===== config.mk =====
export PLATFORM = sky130hd
export DESIGN_NAME = gpio_banked_ctrl
export DESIGN_NICKNAME = d
export VERILOG_FILES = /design/src/rtl/gpio_bank_pkg.sv /design/src/rtl/gpio_sync.sv /design/src/rtl/gpio_edge.sv /design/src/rtl/gpio_bank.sv /design/src/rtl/gpio_banked_ctrl.sv
export SDC_FILE = /design/constraint.sdc
export NUM_CORES = 2
export LEC_CHECK = 0
export BUFFER_PORTS_ARGS = -buffer_cell sky130_fd_sc_hd__buf_2
export CAP_MARGIN = 10
export CORE_MARGIN = 10
export CORE_UTILIZATION = 60
export CTS_CLUSTER_DIAMETER = 200
export DETAILED_ROUTE_END_ITERATION = 16
export PLACE_DENSITY = 0.8
export SLEW_MARGIN = 20
export SYNTH_ARGS = -nofsm -noshare
export SYNTH_HDL_FRONTEND = slang
export SYNTH_SLANG_ARGS = --single-unit
export TNS_END_PERCENT = 30

===== constraint.sdc =====
create_clock -name clk -period 8.95 [get_ports clk]
set_input_delay 1.79 -clock clk [delete_from_list [all_inputs] [get_ports clk]]
set_output_delay 1.79 -clock clk [all_outputs]
set_load 0.03 [all_outputs]

===== src/rtl/gpio_bank_pkg.sv =====
package gpio_bank_pkg;

  localparam int GPIO_AW   = 9;
  localparam int BANK_W    = 32;
  localparam int MAX_BANKS = 6;
  localparam int KIND_STEP = 12;
  localparam int MASK_BASE = 156;

  typedef enum logic [2:0] {
    K_LEVEL = 3'd0,
    K_DIR   = 3'd1,
    K_SET   = 3'd2,
    K_CLR   = 3'd3,
    K_RISE  = 3'd4,
    K_FALL  = 3'd5,
    K_STAT  = 3'd6,
    K_MASK  = 3'd7
  } reg_kind_e;

  typedef struct packed {
    logic      hit;
    reg_kind_e kind;
    logic [2:0] bank;
  } dec_t;

  // Split map: bit 8 picks the window, the low byte picks kind and slot.
  function automatic dec_t gpio_decode(input logic [GPIO_AW-1:0] a, input int nbanks);
    dec_t d;
    int off;
    int slot;
    int bank;
    d = '0;
    d.kind = K_LEVEL;
    off = int'(a[7:0]);
    slot = 0;
    if (a[1:0] == 2'b00) begin
      if (off < 7 * KIND_STEP) begin
        d.kind = reg_kind_e'(3'(off / KIND_STEP));
        slot = (off % KIND_STEP) / 4;
        d.hit = 1'b1;
      end else if (off >= MASK_BASE && off < MASK_BASE + KIND_STEP) begin
        d.kind = K_MASK;
        slot = (off - MASK_BASE) / 4;
        d.hit = 1'b1;
      end
    end
    bank = a[8] ? 3 + slot : slot;
    d.bank = 3'(bank);
    if (bank >= nbanks) d.hit = 1'b0;
    return d;
  endfunction

  // Implemented-bit mask of one bank given the total pin count.
  function automatic logic [BANK_W-1:0] bank_impl(input int bank, input int npins);
    int lo;
    lo = bank * BANK_W;
    if (npins >= lo + BANK_W) return '1;
    else if (npins <= lo) return '0;
    else return (BANK_W'(1) << (npins - lo)) - BANK_W'(1);
  endfunction

  function automatic logic [BANK_W-1:0] edge_hits(
    input logic [BANK_W-1:0] cur,
    input logic [BANK_W-1:0] prev,
    input logic [BANK_W-1:0] rise_en,
    input logic [BANK_W-1:0] fall_en);
    return (cur & ~prev & rise_en) | (~cur & prev & fall_en);
  endfunction

endpackage


===== src/rtl/gpio_sync.sv =====
module gpio_sync #(
  parameter int W = 32
) (
  input  logic         clk,
  input  logic         rst,
  input  logic [W-1:0] d_async,
  output logic [W-1:0] d_sync
);

  logic [W-1:0] stage1;

  always_ff @(posedge clk) begin
    if (rst) begin
      stage1 <= '0;
      d_sync <= '0;
    end else begin
      stage1 <= d_async;
      d_sync <= stage1;
    end
  end

endmodule


===== src/rtl/gpio_edge.sv =====
module gpio_edge
  import gpio_bank_pkg::*;
#(
  parameter logic [BANK_W-1:0] IMPL = '1
) (
  input  logic              clk,
  input  logic              rst,
  input  logic [BANK_W-1:0] lvl,
  input  logic [BANK_W-1:0] rise_en,
  input  logic [BANK_W-1:0] fall_en,
  input  logic [BANK_W-1:0] clr_bits,
  output logic [BANK_W-1:0] stat,
  output logic [BANK_W-1:0] ev
);

  logic [BANK_W-1:0] prev;

  assign ev = edge_hits(lvl, prev, rise_en, fall_en) & IMPL;

  always_ff @(posedge clk) begin
    if (rst) begin
      prev <= '0;
      stat <= '0;
    end else begin
      prev <= lvl;
      // A fresh edge outranks a clearing write on the same bit.
      stat <= ((stat & ~clr_bits) | ev) & IMPL;
    end
  end

endmodule


===== src/rtl/gpio_bank.sv =====
module gpio_bank
  import gpio_bank_pkg::*;
#(
  parameter logic [BANK_W-1:0] IMPL = '1,
  parameter logic [BANK_W-1:0] INV  = '0
) (
  input  logic              clk,
  input  logic              rst,
  input  logic [7:0]        wsel,
  input  logic [BANK_W-1:0] wdata,
  input  reg_kind_e         rsel,
  input  logic [BANK_W-1:0] pad_in,
  output logic [BANK_W-1:0] out_q,
  output logic [BANK_W-1:0] oe,
  output logic [BANK_W-1:0] rd_word,
  output logic [BANK_W-1:0] stat,
  output logic [BANK_W-1:0] emask,
  output logic [BANK_W-1:0] ev,
  output logic [BANK_W-1:0] set_bits,
  output logic [BANK_W-1:0] clr_bits,
  output logic [BANK_W-1:0] stat_clr,
  output logic              irq_b
);

  logic [BANK_W-1:0] lvl;
  logic [BANK_W-1:0] dir_q;
  logic [BANK_W-1:0] rise_q;
  logic [BANK_W-1:0] fall_q;

  assign set_bits = wsel[K_SET]  ? (wdata & IMPL) : '0;
  assign clr_bits = wsel[K_CLR]  ? (wdata & IMPL) : '0;
  assign stat_clr = wsel[K_STAT] ? (wdata & IMPL) : '0;

  gpio_sync #(.W(BANK_W)) u_sync (
    .clk     (clk),
    .rst     (rst),
    .d_async (pad_in),
    .d_sync  (lvl)
  );

  gpio_edge #(.IMPL(IMPL)) u_edge (
    .clk      (clk),
    .rst      (rst),
    .lvl      (lvl),
    .rise_en  (rise_q),
    .fall_en  (fall_q),
    .clr_bits (stat_clr),
    .stat     (stat),
    .ev       (ev)
  );

  always_ff @(posedge clk) begin
    if (rst) begin
      out_q  <= '0;
      dir_q  <= '0;
      rise_q <= '0;
      fall_q <= '0;
      emask  <= '0;
    end else begin
      out_q <= (out_q | set_bits) & ~clr_bits;
      if (wsel[K_DIR])  dir_q  <= wdata & IMPL;
      if (wsel[K_RISE]) rise_q <= wdata & IMPL;
      if (wsel[K_FALL]) fall_q <= wdata & IMPL;
      if (wsel[K_MASK]) emask  <= wdata & IMPL;
    end
  end

  assign oe    = (dir_q ^ INV) & IMPL;
  assign irq_b = |(stat & emask);

  always_comb begin
    case (rsel)
      K_LEVEL: rd_word = lvl & IMPL;
      K_DIR:   rd_word = dir_q;
      K_RISE:  rd_word = rise_q;
      K_FALL:  rd_word = fall_q;
      K_STAT:  rd_word = stat;
      K_MASK:  rd_word = emask;
      default: rd_word = '0;
    endcase
  end

endmodule


===== src/rtl/gpio_banked_ctrl.sv =====
module gpio_banked_ctrl
  import gpio_bank_pkg::*;
#(
  parameter int NBANKS = 4,
  parameter int NPINS  = 100,
  parameter logic [MAX_BANKS*BANK_W-1:0] INV_PINS = {{(MAX_BANKS*BANK_W-4){1'b0}}, 4'hF} << 86
) (
  input  logic               clk,
  input  logic               rst,
  input  logic               bus_wr,
  input  logic               bus_rd,
  input  logic [GPIO_AW-1:0] bus_addr,
  input  logic [BANK_W-1:0]  bus_wdata,
  output logic [BANK_W-1:0]  bus_rdata,
  input  logic [NPINS-1:0]   pin_in,
  output logic [NPINS-1:0]   pin_out,
  output logic [NPINS-1:0]   pin_oe,
  output logic               irq
);

  localparam int TOTAL = NBANKS * BANK_W;

  dec_t dec;
  logic [TOTAL-1:0]  pad_all;
  logic [TOTAL-1:0]  out_all;
  logic [TOTAL-1:0]  oe_all;
  logic [TOTAL-1:0]  stat_all;
  logic [TOTAL-1:0]  emask_all;
  logic [TOTAL-1:0]  ev_all;
  logic [TOTAL-1:0]  out_set_all;
  logic [TOTAL-1:0]  out_clr_all;
  logic [TOTAL-1:0]  stat_clr_all;
  logic [NBANKS-1:0] irq_vec;
  logic [BANK_W-1:0] rd_words [NBANKS];
  logic [BANK_W-1:0] rd_sel;

  assign dec     = gpio_decode(bus_addr, NBANKS);
  assign pad_all = TOTAL'(pin_in);

  for (genvar b = 0; b < NBANKS; b++) begin : g_bank
    localparam logic [BANK_W-1:0] IMPL_B = bank_impl(b, NPINS);
    localparam logic [BANK_W-1:0] INV_B  = INV_PINS[b*BANK_W +: BANK_W];
    logic [7:0] wsel_b;

    assign wsel_b = (bus_wr && dec.hit && dec.bank == 3'(b)) ? (8'd1 << dec.kind) : 8'd0;

    gpio_bank #(.IMPL(IMPL_B), .INV(INV_B)) u_bank (
      .clk      (clk),
      .rst      (rst),
      .wsel     (wsel_b),
      .wdata    (bus_wdata),
      .rsel     (dec.kind),
      .pad_in   (pad_all[b*BANK_W +: BANK_W]),
      .out_q    (out_all[b*BANK_W +: BANK_W]),
      .oe       (oe_all[b*BANK_W +: BANK_W]),
      .rd_word  (rd_words[b]),
      .stat     (stat_all[b*BANK_W +: BANK_W]),
      .emask    (emask_all[b*BANK_W +: BANK_W]),
      .ev       (ev_all[b*BANK_W +: BANK_W]),
      .set_bits (out_set_all[b*BANK_W +: BANK_W]),
      .clr_bits (out_clr_all[b*BANK_W +: BANK_W]),
      .stat_clr (stat_clr_all[b*BANK_W +: BANK_W]),
      .irq_b    (irq_vec[b])
    );
  end

  always_comb begin
    rd_sel = '0;
    for (int b = 0; b < NBANKS; b++) begin
      if (dec.bank == 3'(b)) rd_sel = rd_words[b];
    end
  end

  always_ff @(posedge clk) begin
    if (rst) begin
      bus_rdata <= '0;
    end else if (bus_rd) begin
      bus_rdata <= dec.hit ? rd_sel : '0;
    end
  end

  assign pin_out = out_all[NPINS-1:0];
  assign pin_oe  = oe_all[NPINS-1:0];
  assign irq     = |irq_vec;

endmodule


==> run_results.csv <==
group,metric,value,unit
timing,finalCritPeriodShare,91.79,%
critical_path,r2r_setup_slack,6.78,ns
timing,rsz0062_at_grt,"no",
clock_network,cts_setup_buffers,0,
clock_network,cts_buffers,94,
pwr,p_clk_share,45.9,%
placed_design,routabilityCongestion,0.9985,
critical_path,critPathBufInv,3,
placed_design,pre_cts_ws,0.1764,ns
logic_synthesis,postSynthCellCount,4205,
logic_synthesis,yosys_most_used_dff,"dfxtp_1",
critical_path,max_stage_delay,1.04,ns
timing,setup_violations,0,
floorplanning,die_area,0.07965,sq mm
logic_synthesis,ys_types,84,
critical_path,arrival,8.79,ns
cells_and_area,fin_nets,4494,
placed_design,place_area,0.04336,sq mm
pwr,p_sw,2.289,mW
clock_network,tritoncts,"built",
logic_synthesis,yosys_warnings,0,
critical_path,cpLargestDelayFamily,"compound AO/OA/AOI/OAI gates",
cells_and_area,final_common_cell,"dfxtp_1",
logic_synthesis,synth_edf_count,0,
route,num_vias,35800,
critical_path,path_common_cell,"a21oi_1",
timing,tns,0,ns
logic_synthesis,synthesis.area,0.04126,sq mm
critical_path,required,9.53,ns
cells_and_area,nFillCells,5227,
logic_synthesis,synth.avg_cell_area,9.811,sq um
pwr,peakVddDrop,0.1564,mV
route,wirelength,145400,microns
timing,fin_skew,0.03716,ns
status,status,"finished clean",
route,avgViaCountPerCell,6.762,
pwr,leakage,18.96,nW
pwr,comb_power_share,8.2,%
flow_run,max_cap_violations,0,
floorplanning,die_w,282.2,microns
clock_network,cts_max_path_buffers,3,
cells_and_area,area_growth_syn_to_layout,13.24,%
hold_path,hp-class,"reg2reg",
clock_network,ctsHtreeMaxLevel,3,
floorplanning,fp.dieH,282.2,microns
floorplanning,initial_core_util,60.36,%
logic_synthesis,synth_seq_area_share,45.22,%
logic_synthesis,synth_nets,4366,
critical_path,end_kind,"flop",
clock_network,postCtsResizedCells,0,
critical_path,crit_path_start_kind,"input pin",
logic_synthesis,synthArstFlopShare,0,%
floorplanning,pin_count,378,
global_routing,grt_remaining_overflow,0,
critical_path,crit_type,"in2reg",
critical_path,crit_path_max_fanout,27,
route,firstDrtPassIters,6,
floorplanning,core-area,0.06835,sq mm
timing,fmax,121.7,MHz
route,drc,0,
logic_synthesis,synth.ff_latch_count,932,
timing,hold_violations,0,
global_routing,grt_max_degree,205,
critical_path,slowest_stage,"nor4b_4",
clock_network,cts_hold_buf,0,
cells_and_area,fin_area,0.04672,sq mm
pwr,power.density,197.6,mW/mm^2
global_routing,antenna_found_initial,1,
pwr,swShare,24.80,%
clock_network,insertion_delay,0.69,ns
cells_and_area,final_cell_mix,"932 x dfxtp_1, 444 x mux2i_1, 438 x nand2b_1",
logic_synthesis,synth_top_area_share,45.22,%
logic_synthesis,yosys.area.top_type,"dfxtp_1",
route,wire_per_inst,27.47,microns
timing,worstMarginPinSlew,1.138,ns
global_routing,grt_pass1_wl,213600,microns
clock_network,cts_root_buf,"clkbuf_16",
critical_path,path_cells,"buf_2 -> clkinv_1 -> ha_1 -> nor3b_4 -> o311ai_4 -> a211oi_1 -> o41a_1 -> nor2_1 -> a21oi_1 -> o211a_1 -> xnor2_1 -> ha_1 -> a21oi_1 -> a21oi_1 -> nand3_1 -> o41ai_2 -> ha_1 -> nor2_1 -> nor2b_1 -> a21oi_1 -> o21a_4 -> nor4b_4 -> buf_12 -> mux2i_1",
placed_design,place_hpwl,99450,microns
logic_synthesis,synthTopCellsByArea,"dfxtp_1 45%, mux2i_1 11%, nand2b_1 6.6%",
global_routing,first_global_vias,33660,
floorplanning,rows,96,
clock_network,path_clk_slew,0.06,ns
timing,setup_ws,0.7349,ns
timing,relSlewSlack,23.81,%
cells_and_area,drive_gt1_share,16.14,%
clock_network,cts.sinks,932,
pwr,internal-power,6.942,mW
route,postRouteAntennaNets,0,
placed_design,io_buffer_count,377,
pwr,power_frac_seq,45.9,%
route,drt-initial-drc-count,5292,
timing,finalMaxSlewViolations,0,
global_routing,grt_usage,34.83,%
timing,min_period,8.215,ns
-- per-layer routing --
layer  vias up  track usage [%]  part of all wire (%)
li1      15570                -                     -
met1     17220            46.27                    39
met2      2505            50.95                    42
met3       499            9.245                    13
met4         0            19.09                   6.2
met5         -                0                     0
-- through the flow --
step,hold slack (ns),util (%),power [mW],std cells
global route,0.4490,68.36,9.433,5294
finish,0.4321,68.36,9.231,5294
detailed placement,0.4204,63.44,5.048,5119
floorplan,0.4138,-,4.770,4205
CTS,0.4335,68.35,9.200,5293
global placement,0.4173,63.44,5.043,5119
-- state kept, by name, indices dropped and copies added (netlist names) --
| name | flops |
|---|---|
| g_bank.u_bank.out_q | 100 |
| g_bank.u_bank.rise_q | 100 |
| g_bank.u_bank.dir_q | 36 |
| g_bank.u_bank.u_edge.prev | 100 |
| g_bank.u_bank.u_sync.stage1 | 100 |
| g_bank.u_bank.fall_q | 100 |
| g_bank.u_bank.oe | 64 |
| g_bank.u_bank.u_sync.d_sync | 100 |
| g_bank.u_bank.emask | 100 |
| g_bank.u_bank.u_edge.stat | 100 |
| bus_rdata | 32 |
-- power groups by stage --
stage	clock (mW)	combinational, mW	sequential [mW]
after global routing	4.41	0.780	4.24
after detailed placement	0	0.720	4.33
after global placement	0	0.717	4.33
final	4.24	0.759	4.24
after CTS	4.24	0.724	4.24
after floorplan	0	0.455	4.31
-- cell families (layout without fill, tap and decap cells) --
kind of cell | count (synthesis) | count (layout) | synth area share, %
AND/OR/NAND/NOR | 1461 | 1461 | 21.45
flip-flops | 932 | 932 | 45.22
AO/OA/AOI/OAI | 837 | 837 | 16.48
buffers and inverters | 503 | 709 | 5.301
multiplexers | 446 | 446 | 10.84
adder cells (fa/ha/maj) | 17 | 17 | 0.5095
XOR/XNOR | 9 | 9 | 0.1911
other | 0 | 1 | 0
-- cells in the mapped netlist, types with 67 or more instances --
master,instances
dfxtp_1,932
mux2i_1,444
nand2b_1,438
nor2b_1,309
clkbuf_1,306
nand3b_1,203
nand2_1,166
a221oi_1,157
nand3_1,115
a31oi_1,104
o21ai_0,94
a221o_1,83
inv_1,68
or3_1,67
-- final timing paths --
check,start,to,cells past startpoint
max,bus_addr[3],g_bank[0].u_bank.emask[25]$_SDFFE_PP0P_,24
min,g_bank[2].u_bank.u_sync.stage1[8]$_SDFF_PP0_,g_bank[2].u_bank.u_sync.d_sync[8]$_SDFF_PP0_,1
max reg2reg,g_bank[0].u_bank.u_sync.d_sync[23]$_SDFF_PP0_,bus_rdata[23]$_SDFFE_PP0P_,5
min reg2reg,g_bank[2].u_bank.u_sync.stage1[8]$_SDFF_PP0_,g_bank[2].u_bank.u_sync.d_sync[8]$_SDFF_PP0_,1
-- cell type report --
class                   instances  area (sq um)  area share (%)
repair buffers                465          2783           5.956
diodes                          1         2.502        0.005356
clock inverters                49         661.9           1.417
clock buffers                 125          2691           5.761
inverters                      70         262.8          0.5624
well taps                     882          1104           2.362
multi-input cells            2770         20560           44.00
flip-flops and latches        932         18660           39.94
Note: power is estimated with default switching activity, not from simulation.
